**config.mk**
```make
export PLATFORM = sky130hd
export DESIGN_NAME = lmp_link_poll
export DESIGN_NICKNAME = d
export VERILOG_FILES = /design/src/rtl/lmp_pkg.sv /design/src/rtl/lmp_tick_div.sv /design/src/rtl/lmp_poll_gen.sv /design/src/rtl/lmp_rsp_fsm.sv /design/src/rtl/lmp_tx_arb.sv /design/src/rtl/lmp_link_poll.sv
export SDC_FILE = /design/constraint.sdc
export NUM_CORES = 1
export LEC_CHECK = 0
export ABC_AREA = 1
export BUFFER_PORTS_ARGS = -buffer_cell sky130_fd_sc_hd__buf_4
export CAP_MARGIN = 0
export CORE_ASPECT_RATIO = 1.2
export CORE_MARGIN = 1.5
export CORE_UTILIZATION = 60
export CTS_CLUSTER_DIAMETER = 150
export DETAILED_ROUTE_END_ITERATION = 10
export PLACE_DENSITY = 0.93
export SYNTH_ARGS = -nofsm -noshare
export SYNTH_HDL_FRONTEND = slang
export SYNTH_HIERARCHICAL = 1
export SYNTH_SLANG_ARGS = --single-unit
```
**constraint.sdc**
```tcl
create_clock -name clk -period 4.97 [get_ports clk]
set_input_delay 0.2485 -clock clk [delete_from_list [all_inputs] [get_ports clk]]
set_output_delay 0.2485 -clock clk [all_outputs]
set_load 0.01 [all_outputs]
```
**src/rtl/lmp_pkg.sv**
```systemverilog
package lmp_pkg;

    localparam int CNT_W = 8;
    localparam int SEQ_W = 8;

    // message type codes on rx_type / tx_type
    localparam logic [2:0] MSG_NONE       = 3'd0;
    localparam logic [2:0] MSG_ENQ_LIV    = 3'd1;
    localparam logic [2:0] MSG_ENQ_FULL   = 3'd2;
    localparam logic [2:0] MSG_STAT_LIV   = 3'd3;
    localparam logic [2:0] MSG_STAT_FULL  = 3'd4;
    localparam logic [2:0] MSG_STAT_ASYNC = 3'd5;

    // primitive codes
    localparam logic [3:0] PRIM_SEND_STATUS = 4'd11;
    localparam logic [3:0] PRIM_STATUS_EVT  = 4'd13;
    localparam logic [3:0] PRIM_ASYNC_EVT   = 4'd14;

    // primitive parameters
    localparam logic [1:0] PAR_OK        = 2'd0;
    localparam logic [1:0] PAR_FULL_ENQ  = 2'd1;
    localparam logic [1:0] PAR_SEQ_ERR   = 2'd3;
    localparam logic [1:0] PAR_SEND_FULL = 2'd0;
    localparam logic [1:0] PAR_SEND_ASYN = 2'd2;

    // transmit sources, index 0 has highest priority
    localparam int NSRC       = 4;
    localparam int SRC_REPLY  = 0;
    localparam int SRC_FULL   = 1;
    localparam int SRC_ASYNC  = 2;
    localparam int SRC_ENQ    = 3;

    typedef enum logic {
        RSP_IDLE,
        RSP_HOLD_FULL
    } rsp_state_t;

endpackage

```
**src/rtl/lmp_tick_div.sv**
```systemverilog
module lmp_tick_div #(
    parameter int W = 8
) (
    input  logic         clk,
    input  logic         rst_n,
    input  logic         tick,
    input  logic         restart,
    input  logic [W-1:0] limit,
    output logic         fire
);
    logic [W-1:0] cnt;
    logic [W:0]   cnt_inc;

    assign cnt_inc = {1'b0, cnt} + {{W{1'b0}}, 1'b1};

    always_comb begin
        fire = tick && !restart && (cnt_inc >= {1'b0, limit});
    end

    always_ff @(posedge clk or negedge rst_n) begin
        if (!rst_n) begin
            cnt <= '0;
        end else if (restart || fire) begin
            cnt <= '0;
        end else if (tick) begin
            cnt <= cnt_inc[W-1:0];
        end
    end

endmodule

```
**src/rtl/lmp_poll_gen.sv**
```systemverilog
module lmp_poll_gen
    import lmp_pkg::*;
#(
    parameter int W  = CNT_W,
    parameter int SW = SEQ_W
) (
    input  logic          clk,
    input  logic          rst_n,
    input  logic          fire,
    input  logic [W-1:0]  n_limit,
    output logic          enq_new,
    output logic [2:0]    enq_type,
    output logic [SW-1:0] enq_seq,
    output logic [SW-1:0] last_seq
);
    logic [W-1:0]  liv_cnt;
    logic [SW-1:0] seq_q;
    logic          want_full;

    always_comb begin
        want_full = (liv_cnt >= n_limit);
        enq_new   = fire;
        enq_type  = want_full ? MSG_ENQ_FULL : MSG_ENQ_LIV;
        enq_seq   = seq_q + {{(SW-1){1'b0}}, 1'b1};
        last_seq  = seq_q;
    end

    always_ff @(posedge clk or negedge rst_n) begin
        if (!rst_n) begin
            liv_cnt <= '0;
            seq_q   <= '0;
        end else if (fire) begin
            seq_q   <= enq_seq;
            liv_cnt <= want_full ? '0 : liv_cnt + {{(W-1){1'b0}}, 1'b1};
        end
    end

endmodule

```
**src/rtl/lmp_rsp_fsm.sv**
```systemverilog
module lmp_rsp_fsm
    import lmp_pkg::*;
#(
    parameter int SW = SEQ_W
) (
    input  logic          clk,
    input  logic          rst_n,
    input  logic          rx_valid,
    input  logic [2:0]    rx_type,
    input  logic [SW-1:0] rx_echo_seq,
    input  logic [SW-1:0] last_seq,
    input  logic          req_valid,
    input  logic [3:0]    req_code,
    input  logic [1:0]    req_param,
    output logic          new_reply,
    output logic          new_full,
    output logic          new_async,
    output logic          t2_restart,
    output logic          ind_valid,
    output logic [3:0]    ind_code,
    output logic [1:0]    ind_param
);
    rsp_state_t state, state_nx;

    logic rx_liv_enq, rx_full_enq, rx_full_stat, rx_async_stat;
    logic host_full, host_async;
    logic       ind_v_nx;
    logic [3:0] ind_c_nx;
    logic [1:0] ind_p_nx;

    always_comb begin
        rx_liv_enq    = rx_valid && (rx_type == MSG_ENQ_LIV);
        rx_full_enq   = rx_valid && (rx_type == MSG_ENQ_FULL);
        rx_full_stat  = rx_valid && (rx_type == MSG_STAT_FULL);
        rx_async_stat = rx_valid && (rx_type == MSG_STAT_ASYNC);
        host_full     = req_valid && (req_code == PRIM_SEND_STATUS) && (req_param == PAR_SEND_FULL);
        host_async    = req_valid && (req_code == PRIM_SEND_STATUS) && (req_param == PAR_SEND_ASYN);
    end

    // transitions and transmit requests
    always_comb begin
        state_nx   = state;
        new_full   = 1'b0;
        new_reply  = rx_liv_enq;
        t2_restart = rx_liv_enq;
        new_async  = host_async;
        unique case (state)
            RSP_IDLE: begin
                if (rx_full_enq) state_nx = RSP_HOLD_FULL;      // ENQ_TO_HOLD
            end
            RSP_HOLD_FULL: begin
                if (host_full) begin                            // SERVE_TO_IDLE
                    state_nx = RSP_IDLE;
                    new_full = 1'b1;
                end
            end
        endcase
    end

    // indication selection
    always_comb begin
        ind_v_nx = 1'b0;
        ind_c_nx = 4'd0;
        ind_p_nx = 2'd0;
        if (rx_full_enq && (state == RSP_IDLE)) begin
            ind_v_nx = 1'b1;
            ind_c_nx = PRIM_STATUS_EVT;
            ind_p_nx = PAR_FULL_ENQ;
        end else if (rx_full_stat) begin
            ind_v_nx = 1'b1;
            ind_c_nx = PRIM_STATUS_EVT;
            ind_p_nx = (rx_echo_seq == last_seq) ? PAR_OK : PAR_SEQ_ERR;
        end else if (rx_async_stat) begin
            ind_v_nx = 1'b1;
            ind_c_nx = PRIM_ASYNC_EVT;
            ind_p_nx = PAR_OK;
        end
    end

    // state register
    always_ff @(posedge clk or negedge rst_n) begin
        if (!rst_n) state <= RSP_IDLE;
        else        state <= state_nx;
    end

    // output register
    always_ff @(posedge clk or negedge rst_n) begin
        if (!rst_n) begin
            ind_valid <= 1'b0;
            ind_code  <= 4'd0;
            ind_param <= 2'd0;
        end else begin
            ind_valid <= ind_v_nx;
            ind_code  <= ind_c_nx;
            ind_param <= ind_p_nx;
        end
    end

    AST_HOLD_NO_REIND: assert property (@(posedge clk) disable iff (!rst_n)
        (state == RSP_HOLD_FULL && rx_valid && rx_type == MSG_ENQ_FULL)
        |=> !(ind_valid && ind_code == PRIM_STATUS_EVT && ind_param == PAR_FULL_ENQ));

    AST_IND_CODE_LEGAL: assert property (@(posedge clk) disable iff (!rst_n)
        ind_valid |-> (ind_code == PRIM_STATUS_EVT || ind_code == PRIM_ASYNC_EVT));

endmodule

```
**src/rtl/lmp_tx_arb.sv**
```systemverilog
module lmp_tx_arb
    import lmp_pkg::*;
#(
    parameter int SW = SEQ_W
) (
    input  logic          clk,
    input  logic          rst_n,
    input  logic          new_reply,
    input  logic          new_full,
    input  logic          new_async,
    input  logic          new_enq,
    input  logic [2:0]    enq_type,
    input  logic [SW-1:0] enq_seq,
    output logic          tx_valid,
    output logic [2:0]    tx_type,
    output logic [SW-1:0] tx_seq
);
    logic [NSRC-1:0] pend, fresh, want, grant;
    logic [2:0]      p_enq_type, cur_enq_type;
    logic [SW-1:0]   p_enq_seq, cur_enq_seq;
    logic [2:0]      sel_type;
    logic [SW-1:0]   sel_seq;

    always_comb begin
        fresh            = '0;
        fresh[SRC_REPLY] = new_reply;
        fresh[SRC_FULL]  = new_full;
        fresh[SRC_ASYNC] = new_async;
        fresh[SRC_ENQ]   = new_enq;
        want             = pend | fresh;
        cur_enq_type     = new_enq ? enq_type : p_enq_type;
        cur_enq_seq      = new_enq ? enq_seq  : p_enq_seq;
    end

    // fixed priority, lowest index first
    always_comb begin
        grant = '0;
        for (int i = 0; i < NSRC; i++) begin
            if (want[i] && (grant == '0)) grant[i] = 1'b1;
        end
    end

    always_comb begin
        sel_type = MSG_NONE;
        sel_seq  = '0;
        unique case (1'b1)
            grant[SRC_REPLY]: sel_type = MSG_STAT_LIV;
            grant[SRC_FULL]:  sel_type = MSG_STAT_FULL;
            grant[SRC_ASYNC]: sel_type = MSG_STAT_ASYNC;
            grant[SRC_ENQ]: begin
                sel_type = cur_enq_type;
                sel_seq  = cur_enq_seq;
            end
            default: sel_type = MSG_NONE;
        endcase
    end

    always_ff @(posedge clk or negedge rst_n) begin
        if (!rst_n) begin
            pend       <= '0;
            p_enq_type <= MSG_NONE;
            p_enq_seq  <= '0;
            tx_valid   <= 1'b0;
            tx_type    <= MSG_NONE;
            tx_seq     <= '0;
        end else begin
            pend     <= want & ~grant;
            tx_valid <= (grant != '0);
            tx_type  <= sel_type;
            tx_seq   <= sel_seq;
            if (new_enq) begin
                p_enq_type <= enq_type;
                p_enq_seq  <= enq_seq;
            end
        end
    end

    AST_ENQ_KEPT: assert property (@(posedge clk) disable iff (!rst_n)
        (new_enq && (new_reply || new_full || new_async)) |=> pend[SRC_ENQ]);

    AST_TX_TYPED: assert property (@(posedge clk) disable iff (!rst_n)
        tx_valid |-> (tx_type != MSG_NONE));

endmodule

```
**src/rtl/lmp_link_poll.sv**
```systemverilog
module lmp_link_poll
    import lmp_pkg::*;
#(
    parameter int CW = CNT_W,
    parameter int SW = SEQ_W
) (
    input  logic          clk,
    input  logic          rst_n,
    input  logic          tick,
    input  logic [CW-1:0] cfg_poll_ticks,
    input  logic [CW-1:0] cfg_full_every,
    input  logic [CW-1:0] cfg_t2_ticks,
    input  logic          rx_valid,
    input  logic [2:0]    rx_type,
    input  logic [SW-1:0] rx_echo_seq,
    input  logic          req_valid,
    input  logic [3:0]    req_code,
    input  logic [1:0]    req_param,
    output logic          tx_valid,
    output logic [2:0]    tx_type,
    output logic [SW-1:0] tx_seq,
    output logic          ind_valid,
    output logic [3:0]    ind_code,
    output logic [1:0]    ind_param,
    output logic          t2_expired
);
    logic          poll_fire, t2_fire, t2_restart;
    logic          enq_new, new_reply, new_full, new_async;
    logic [2:0]    enq_type;
    logic [SW-1:0] enq_seq, last_seq;

    lmp_tick_div #(.W(CW)) u_poll_div (
        .clk(clk), .rst_n(rst_n), .tick(tick), .restart(1'b0),
        .limit(cfg_poll_ticks), .fire(poll_fire)
    );

    lmp_tick_div #(.W(CW)) u_t2_div (
        .clk(clk), .rst_n(rst_n), .tick(tick), .restart(t2_restart),
        .limit(cfg_t2_ticks), .fire(t2_fire)
    );

    lmp_poll_gen #(.W(CW), .SW(SW)) u_poll (
        .clk(clk), .rst_n(rst_n), .fire(poll_fire), .n_limit(cfg_full_every),
        .enq_new(enq_new), .enq_type(enq_type), .enq_seq(enq_seq), .last_seq(last_seq)
    );

    lmp_rsp_fsm #(.SW(SW)) u_rsp (
        .clk(clk), .rst_n(rst_n),
        .rx_valid(rx_valid), .rx_type(rx_type), .rx_echo_seq(rx_echo_seq),
        .last_seq(last_seq),
        .req_valid(req_valid), .req_code(req_code), .req_param(req_param),
        .new_reply(new_reply), .new_full(new_full), .new_async(new_async),
        .t2_restart(t2_restart),
        .ind_valid(ind_valid), .ind_code(ind_code), .ind_param(ind_param)
    );

    lmp_tx_arb #(.SW(SW)) u_arb (
        .clk(clk), .rst_n(rst_n),
        .new_reply(new_reply), .new_full(new_full), .new_async(new_async),
        .new_enq(enq_new), .enq_type(enq_type), .enq_seq(enq_seq),
        .tx_valid(tx_valid), .tx_type(tx_type), .tx_seq(tx_seq)
    );

    always_ff @(posedge clk or negedge rst_n) begin
        if (!rst_n) t2_expired <= 1'b0;
        else        t2_expired <= t2_fire;
    end

    AST_LIV_REPLY: assert property (@(posedge clk) disable iff (!rst_n)
        (rx_valid && rx_type == MSG_ENQ_LIV) |=> (tx_valid && tx_type == MSG_STAT_LIV));

    AST_T2_CLEARED: assert property (@(posedge clk) disable iff (!rst_n)
        (rx_valid && rx_type == MSG_ENQ_LIV) |=> !t2_expired);

endmodule

```
==> summary.md, run 1 <==
The classification of the worst setup path was reg2reg. Synthesis handed over a netlist of 482 instances. The tools report the total of cells resized after clock tree synthesis as 0. CTS built an H-tree with a depth of 3. Cells with a size suffix above 1 make up 23.2% of the layout. The layout overhead on the synthesized area is 19.1%, and the endpoint arrival time on the critical path is 3.35 ns. In the synthesized netlist the async set-or-reset flop fraction comes to 100%. The clock passes through at most 2 buffers. The tools report the initial antenna violation count as 0. Post-CTS timing repair inserted 0 buffers for setup.

Counting the fill cells in the layout gives 441. The analysis attributes to net switching a power of 498 uW. The biggest area contributor in the post-synthesis netlist is sky130_fd_sc_hd__dfrtp_1.

Setup repair after global routing left no endpoint under its margin. Averaged over all synthesized cells, the footprint is 8.13 sq um. Reg-to-reg startpoint: u_poll_div/cnt[0]. Summed over its instances, the top area cell type makes up 41.5% of the synthesized netlist area. The total overflow left after global routing is 0.

Summing every instance area after synthesis gives 0.00392 sq mm. The synthesized design contains 65 register bits. The final-stage net count is 624, and the total power density per cell area is 335 mW/mm^2.

The flow ran to the end, but the final reports show violations. During synthesis, Yosys emitted a total of 6 warnings. The remaining antenna violation count after routing is 0, and the number of sinks handled by clock tree synthesis is 65.

On the final layout, the worst clock skew is 0.00846 ns. The tools report the share of power burned in the clock network as 31.8%. Nature of the critical path startpoint: a flip-flop. The run gives 7900 um as the final wirelength.

The number of antenna diodes in the final layout is 0. Net switching is 31.9% of the power. The final instance area was 0.00467 sq mm; the slew at the pin closest to its max-slew limit was 0.985 ns.

Yosys attributes the largest share of cell area to sky130_fd_sc_hd__dfrtp_1 (42%), sky130_fd_sc_hd__nand2_1 (11%), sky130_fd_sc_hd__ha_1 (8.9%), sky130_fd_sc_hd__inv_1 (8.5%), sky130_fd_sc_hd__nor2_1 (4.2%). In this run the tool buffered the top-level ports with 65 buffer cells. Setup violations remaining at the end of the flow were counted as 0.

The tool flagged a number of max-cap violations equal to 0. The run gives 0 as the number of remaining DRC errors. The worst setup path is captured at a flip-flop.

Summed over all failing endpoints, the final setup total negative slack is 0 ns. The detailed router placed 3,172 vias in this run. The most common flop cell mapped by yosys was sky130_fd_sc_hd__dfrtp_1. In this run the worst setup path terminates at u_poll/liv_cnt[2]. At the later pin of the worst-skew pair, clock insertion delay measures 0.34 ns. Combinational cells account for 24.2% of the total power. The final reports fail on negative hold slack. Yosys mapped the design onto 36 distinct sky130hd cell types. The cell at the root of the clock tree is sky130_fd_sc_hd__clkbuf_8.

Clock edge transition at the registers on the reported setup and hold paths: 0.07 ns. In this run the static leakage power is 2.68 nW. At the end of the flow the core is filled with cells to 73.3%.

The area of the die was 0.00703 sq mm; the number of top-level pins was 66. The worst voltage drop across the vdd grid came out at 0.000215 V. The run gives 10 as the hold violation total from the final report.

The final critical delay including setup and external delays works out to 3.14 ns. The initialized floorplan defines 32 standard-cell rows. The tools report the capture point of the worst reg-to-reg path as u_poll/liv_cnt[2]. The worst hold margin came out at -0.0102 ns. The first global-routing pass estimated 13,500 um of wire. The average wire length per cell after detail routing came out at 12.3 um. The run gives 61.5% as the effective utilization at floorplan. The tools report the sequential share of power as 44.1%. After clock tree synthesis, the flow added hold-fix buffers numbering 0. The run gives 318 MHz as the achievable frequency. At the end of routability-driven placement, the weighted congestion stood at 0.831. The number of flops mapped to enable cells by yosys was 0; the post-route fraction of the period consumed by the critical path was 63.3%. In this run the horizontal extent of the chip is 76.8 um.

Clock tree synthesis inserted a total of 9 buffers. The type of the most critical hold path was in2async. Summing all placed instances gives a cell area of 0.00445 sq mm. The maximum number of pins on one net before global-route repair was 66. In this run the tightest slew margin relative to its limit is 33.8%.

Chip height: 91.5 um. The final max-slew violation count was 0. Of the synthesized area, sequential elements account for 41.5%.

The data required time of the critical path came out at 5.17 ns. For the via count of the first global-routing pass, the log shows 3,208. The setup slack of the worst register-to-register path came out at 1.83 ns. TritonCTS built the clock tree. The core region is 0.00637 sq mm.

Of all nets on the critical path, the largest fanout is 30. The first detailed-routing pass ran for 4 iterations. Cell internal power was estimated by the tool at 1.06 mW. Worst setup path startpoint: u_poll_div/cnt[0]. Dividing the detail-routed via count by the number of cells gives 4.96.

Across every metal layer, demand over resource in global routing totals 24.4%. For the worst flop-to-flop path, the logic depth is 18. After the first detailed-routing iteration, the DRC count stood at 176. After legalization and detailed placement, the total HPWL measured 5790 um.
cell type report:
type / count / area [sq um] / share of cell area [%]
clock inverter: 5 / 78.8 / 1.69
tap: 85 / 106 / 2.28
multi-input combinational: 313 / 1860 / 39.9
inverter: 95 / 357 / 7.64
sequential: 65 / 1630 / 34.9
clock buffer: 11 / 141 / 3.03
timing repair buffer: 66 / 495 / 10.6
power groups by stage:
stage | Clock (mW) | Combinational [mW] | Sequential (mW)
3_5_place_dp | 0 | 0.373 | 0.692
5_1_grt | 0.525 | 0.436 | 0.697
3_3_place_gp | 0 | 0.345 | 0.685
6_report | 0.496 | 0.378 | 0.688
4_1_cts | 0.505 | 0.380 | 0.686
2_1_floorplan | 0 | 0.265 | 0.677
cells by family (layout without fill, tap and decap cells):
| group | Yosys count | count (layout) | synth area share, % |
|---|---|---|---|
| AND/OR/NAND/NOR | 210 | 210 | 24.9 |
| buffers and inverters | 105 | 177 | 11.1 |
| flip-flops | 65 | 65 | 41.5 |
| AO/OA/AOI/OAI | 49 | 49 | 7.98 |
| adder cells (fa/ha/maj) | 28 | 28 | 8.94 |
| XOR/XNOR | 23 | 23 | 5.33 |
| other | 2 | 3 | 0.192 |
synthesized netlist by cell type, types with 3 or more instances:
master,count
sky130_fd_sc_hd__inv_1,89
sky130_fd_sc_hd__nand3_2,7
sky130_fd_sc_hd__a21oi_1,9
sky130_fd_sc_hd__dfrtp_1,65
sky130_fd_sc_hd__ha_1,28
sky130_fd_sc_hd__nand3_1,7
sky130_fd_sc_hd__o21ai_0,12
sky130_fd_sc_hd__buf_4,7
sky130_fd_sc_hd__o21ai_2,9
sky130_fd_sc_hd__or2_1,9
sky130_fd_sc_hd__o21ai_1,9
sky130_fd_sc_hd__xnor2_1,5
sky130_fd_sc_hd__xor2_1,17
sky130_fd_sc_hd__a21oi_2,3
sky130_fd_sc_hd__nand2_2,3
sky130_fd_sc_hd__a21o_1,3
sky130_fd_sc_hd__nor2_1,44
sky130_fd_sc_hd__nor2_2,8
sky130_fd_sc_hd__inv_2,6
sky130_fd_sc_hd__nand2_1,118
sky130_fd_sc_hd__nor2_4,4
stage by stage:
stage | power (mW) | instances | setup WS (ns)
6_report | 1.56 | 640 | 1.83
5_1_grt | 1.66 | 640 | 1.57
4_1_cts | 1.57 | 640 | 1.86
3_5_place_dp | 1.07 | 624 | 1.88
3_3_place_gp | 1.03 | 624 | 2.04
2_1_floorplan | 0.942 | 483 | 2.25
state kept, by name (all words and copies together), names as in the netlist:
name / flops
u_rsp/ind_param: 2
u_arb/tx_valid: 1
u_arb/p_enq_type: 3
u_arb/p_enq_seq: 8
u_poll/last_seq: 8
u_arb/pend: 3
u_t2_div/cnt: 8
u_arb/tx_seq: 8
u_poll_div/cnt: 8
u_rsp/ind_code: 3
u_poll/liv_cnt: 8
u_rsp/state: 1
u_arb/tx_type: 3
t2_expired: 1
critical path: stages (launching register included):
cell,delay [ns]
sky130_fd_sc_hd__dfrtp_1,0.43
sky130_fd_sc_hd__ha_1,0.23
sky130_fd_sc_hd__nand2_1,0.09
sky130_fd_sc_hd__nor2_2,0.06
sky130_fd_sc_hd__xnor2_1,0.22
sky130_fd_sc_hd__inv_1,0.08
sky130_fd_sc_hd__ha_1,0.30
sky130_fd_sc_hd__nand2_1,0.07
sky130_fd_sc_hd__nor2_1,0.10
sky130_fd_sc_hd__nand2_1,0.06
sky130_fd_sc_hd__nand3_1,0.06
sky130_fd_sc_hd__nand2_1,0.05
sky130_fd_sc_hd__nand2_1,0.06
sky130_fd_sc_hd__nand2_1,0.10
sky130_fd_sc_hd__a21boi_2,0.13
sky130_fd_sc_hd__buf_4,0.29
sky130_fd_sc_hd__inv_1,0.20
sky130_fd_sc_hd__a21oi_1,0.38
sky130_fd_sc_hd__nor2_1,0.10
cells in the final DEF, fill, tap and decap left out, types with 2 or more instances in the layout:
cell,count
sky130_fd_sc_hd__o21ai_0,12
sky130_fd_sc_hd__o21ai_2,9
sky130_fd_sc_hd__a21o_1,3
sky130_fd_sc_hd__inv_2,6
sky130_fd_sc_hd__xnor2_1,5
sky130_fd_sc_hd__inv_1,89
sky130_fd_sc_hd__bufinv_16,2
sky130_fd_sc_hd__a21oi_1,9
sky130_fd_sc_hd__nand2_1,118
sky130_fd_sc_hd__a21oi_2,3
sky130_fd_sc_hd__nor2_4,4
sky130_fd_sc_hd__nand2_2,3
sky130_fd_sc_hd__nand3_1,7
sky130_fd_sc_hd__conb_1,3
sky130_fd_sc_hd__buf_4,66
sky130_fd_sc_hd__xor2_1,17
sky130_fd_sc_hd__o21ai_1,9
sky130_fd_sc_hd__ha_1,28
sky130_fd_sc_hd__nor2_1,44
sky130_fd_sc_hd__nor3_2,2
sky130_fd_sc_hd__clkbuf_8,10
sky130_fd_sc_hd__dfrtp_1,65
sky130_fd_sc_hd__nand4_1,2
sky130_fd_sc_hd__nand3_2,7
sky130_fd_sc_hd__nor2_2,8
sky130_fd_sc_hd__clkinv_2,2
sky130_fd_sc_hd__or2_1,9
worst min-delay path by stage:
stage,to,cells after the start,slack [ns]
finish,u_poll/liv_cnt[0],1,-0.01
global route,u_poll/liv_cnt[7],1,0.06
CTS,u_poll/liv_cnt[0],1,0.01
detailed placement,u_poll/liv_cnt[7],1,0.38
global placement,u_poll/liv_cnt[5],1,0.38
floorplan,t2_expired,0,-0.05
metal layers:
layer	track usage, %	share of wire, %
met1	27.2	40
met2	46.0	55
met3	5.13	4.9
met4	6.94	0.95
met5	0	0
(Power assumes the default switching activity.)
==> inputs of run 2 (changes only) <==
- CORE_UTILIZATION: 60 -> 51
- PLACE_DENSITY: 0.93 -> 0.85
- clock period: 4.97 -> 2.8 ns (I/O delays scaled with it)
==> run 2 against run 1 <==
- worst hold slack better by 0.11 ns
- the flow now finishes without violations
- first-iteration DRC count down 1.1%
- largest power group unchanged
- via count up 2.3%
==> summary.md, run 2 (synthesis results as in run 1) <==
In the layout the commonest cells are sky130_fd_sc_hd__nand2_1 (113), sky130_fd_sc_hd__inv_1 (88), sky130_fd_sc_hd__buf_4 (80). The final critical delay including setup and external delays was 2.74 ns (-0.404 ns). The run gives 0 (unchanged) as the count of final setup violators. The average wire length per cell after detail routing works out to 12.4 um (+0.68%). Setup slack of the worst register-to-register path: 0.06 ns (-1.77 ns). The highest cell delay on the worst timing path works out to 0.38 ns (-0.05 ns). The sort of element at the end of the critical path is a flip-flop.

The cell at the root of the clock tree is sky130_fd_sc_hd__clkbuf_8. The worst slew margin relative to its limit was 46.2% (+12 points); the width of the die was 83.0 um (+8.1%). Most common library cell in the layout ignoring fill and taps: sky130_fd_sc_hd__nand2_1. The final-stage net count is 643 (+3.0%), and the hold violation total from the final report is 0 (-10). The nature of the critical path startpoint was a flip-flop. The highest fanout seen on the critical path was 10 (-67%); the clock tree skew after final layout was 0.00696 ns (-0.00150 ns). Relative to the synthesized area, the layout overhead comes to 25.3%. The ratio of cells with drive above 1 in the final layout works out to 29.0% (+5.7 points). The total power density per cell area is 532 mW/mm^2 (+59%). The wire length of the first global-routing pass is 13,200 um (-2.5%), and the instance area after placement is 0.00450 sq mm (+1.3%). For the cell leakage power, the log shows 2.77 nW (+3.3%). The endpoint arrival time on the critical path is 2.96 ns (-0.39 ns). The post-detailed-route via-to-cell ratio works out to 4.90 (-1.2%). The highest-delay cell along the critical path is sky130_fd_sc_hd__dfrtp_1. The run gives 34 (+6.3%) as the number of placement rows. The total global routing track utilization came out at 19.6% (-4.7 points). In this run the most critical hold path is launched from rx_type[2]. The clock edge transition at the registers on the reported setup and hold paths is 0.07 ns (about the same). The largest buffer count on any clock path came out at 2 (unchanged).

The final max-slew violation count is 0 (unchanged). The final standard cell count with taps included and fillers excluded was 663 (+3.6%). The classification of the worst setup path is reg2reg. The number of clock buffers inserted by TritonCTS is 9 (unchanged). The tools report the number of remaining DRC errors as 0 (unchanged). The tools report the effective utilization at floorplan as 53.2% (-8.3 points). The tools report the core occupancy in the finished layout as 66.7% (-6.6 points). The number of antenna diodes is 0 (unchanged). The slew at the pin closest to its max-slew limit is 0.807 ns (-0.177 ns). The count of input and output buffers works out to 65 (unchanged). In this run the worst hold path is classified as in2reg.

For the max-cap check violation count, the log shows 0 (unchanged). Setup repair after global routing could not meet its margin everywhere. The final instance area came out at 0.00491 sq mm (+5.1%). The routed via count came out at 3,246 (+2.3%). The tools report the remaining global-route overflow as 0 (unchanged).

The tools report the worst setup path startpoint as u_poll_div/cnt[1]. The number of iterations in the first detailed-routing pass is 4 (unchanged). The logs give 0.33 ns (about the same) for the clock insertion delay at the later pin of the skew report and 634 (+1.6%) for the placed instance count.

The tools report the final wirelength as 8240 um (+4.3%). The core outline area came out at 0.00736 sq mm (+16%). Via count of the first global-routing pass: 3,127 (-2.5%).

The tools report the maximum number of pins on one net before global-route repair as 66 (unchanged). The number of sinks handled by clock tree synthesis was 65 (unchanged). The tools report the initial antenna violation count as 0 (unchanged). The total negative slack came out at 0 ns (unchanged).

The run finished with clean final reports. Data required time of the critical path: 3.02 ns (-2.15 ns). The run gives 66 (unchanged) as the number of top-level pins. For the detailed placer's ending HPWL, the log shows 5770 um (-0.32%). The depth of the CTS H-tree is 3 (unchanged), and the area of the die is 0.00822 sq mm (+17%). The logs give 0.797 (-4.1%) for the final estimated routing congestion in global placement and 0.000298 V (+39%) for the worst voltage drop across the vdd grid. The violation count after the first detailed-route iteration is 174 (-1.1%), and the chip height is 99.0 um (+8.2%). Post-route fraction of the period consumed by the critical path: 97.8% (+35 points).

The remaining antenna violation count after routing was 0 (unchanged). The worst register-to-register path begins at u_poll_div/cnt[1]. The achievable frequency was 365 MHz (+15%). TritonCTS built the clock tree.

Walking the worst path, the cells encountered are ha_2 > nand2_2 > nor2_4 > xnor2_2 > inv_2 > ha_4 > nand2_2 > nor2_2 > nand2_1 > nand3_1 > nand2_1 > nand2_1 > nand2_2 > a21boi_4 > buf_12 > inv_4 > or2_1 > o21ai_2 > nor2_1.
## run 2: changes by cell type in the layout (fill, tap and decap cells not counted), moves of 3 or more
| cell | before | now |
|---|---|---|
| sky130_fd_sc_hd__nor2_4 | 4 | 7 |
| sky130_fd_sc_hd__nand2_1 | 118 | 113 |
| sky130_fd_sc_hd__nand2_2 | 3 | 8 |
| sky130_fd_sc_hd__buf_4 | 66 | 80 |
| sky130_fd_sc_hd__o21ai_2 | 9 | 14 |
| sky130_fd_sc_hd__o21ai_0 | 12 | 5 |
## run 2: final cells by class
type / instances / area [sq um]
multi-input combinational: 313 / 1980
tap: 90 / 113
fill: 581 / 2450
sequential: 65 / 1630
timing repair buffer: 85 / 663
clock inverter: 4 / 20.0
inverter: 95 / 359
clock buffer: 11 / 141
## run 2: worst max-delay path, delay by kind of cell (launching register included)
| kind | cells | cell delay (ns) |
|---|---|---|
| flip-flops | 1 | 0.38 |
| AO/OA/AOI/OAI | 2 | 0.32 |
| buffers and inverters | 3 | 0.27 |
| XOR/XNOR | 1 | 0.14 |
| AND/OR/NAND/NOR | 11 | 1.05 |
| adder cells (fa/ha/maj) | 2 | 0.47 |
## run 2: through the flow
step	hold WS [ns]	setup slack (ns)	power, mW
5_1_grt	0.113	-0.102	2.80
4_1_cts	0.0859	0.0119	2.58
6_report	0.101	0.0607	2.61
3_3_place_gp	0.272	0.0606	1.85
2_1_floorplan	-0.156	0.0829	1.67
3_5_place_dp	0.285	-0.0623	1.90
## run 2: final timing paths
kind                                  endpoint  cells past startpoint
min in group asynchronous    u_poll/liv_cnt[3]                      2
max in group asynchronous      u_arb/tx_seq[3]                      2
min                          u_rsp/ind_code[2]                      3
max reg2reg                    u_arb/tx_seq[0]                     19
max                            u_arb/tx_seq[0]                     19
min reg2reg                u_arb/p_enq_type[2]                      2
## run 2: repair_timing
item,in CTS,in global routing
endpoints found under the setup margin,21,37
endpoints found under the hold margin,66,0
gates cloned,1,0
hold buffers,2,0
pin swaps,1,12
gates resized for setup,3,36
buffers inserted,1,11
## run 2: where the power goes
part	switching (mW)	total, mW	internal, mW
Clock	0.340	0.675	0.335
Sequential	0.131	1.22	1.09
Combinational	0.403	0.717	0.314
Total	0.874	2.61	1.74
## run 2: metal layers
layer	share of wire, %	wire length (um)	track usage, %
met5	0	0	0
met4	1.2	100	5.38
met3	3.3	269	4.77
met2	53	4380	35.8
met1	42	3490	23.0
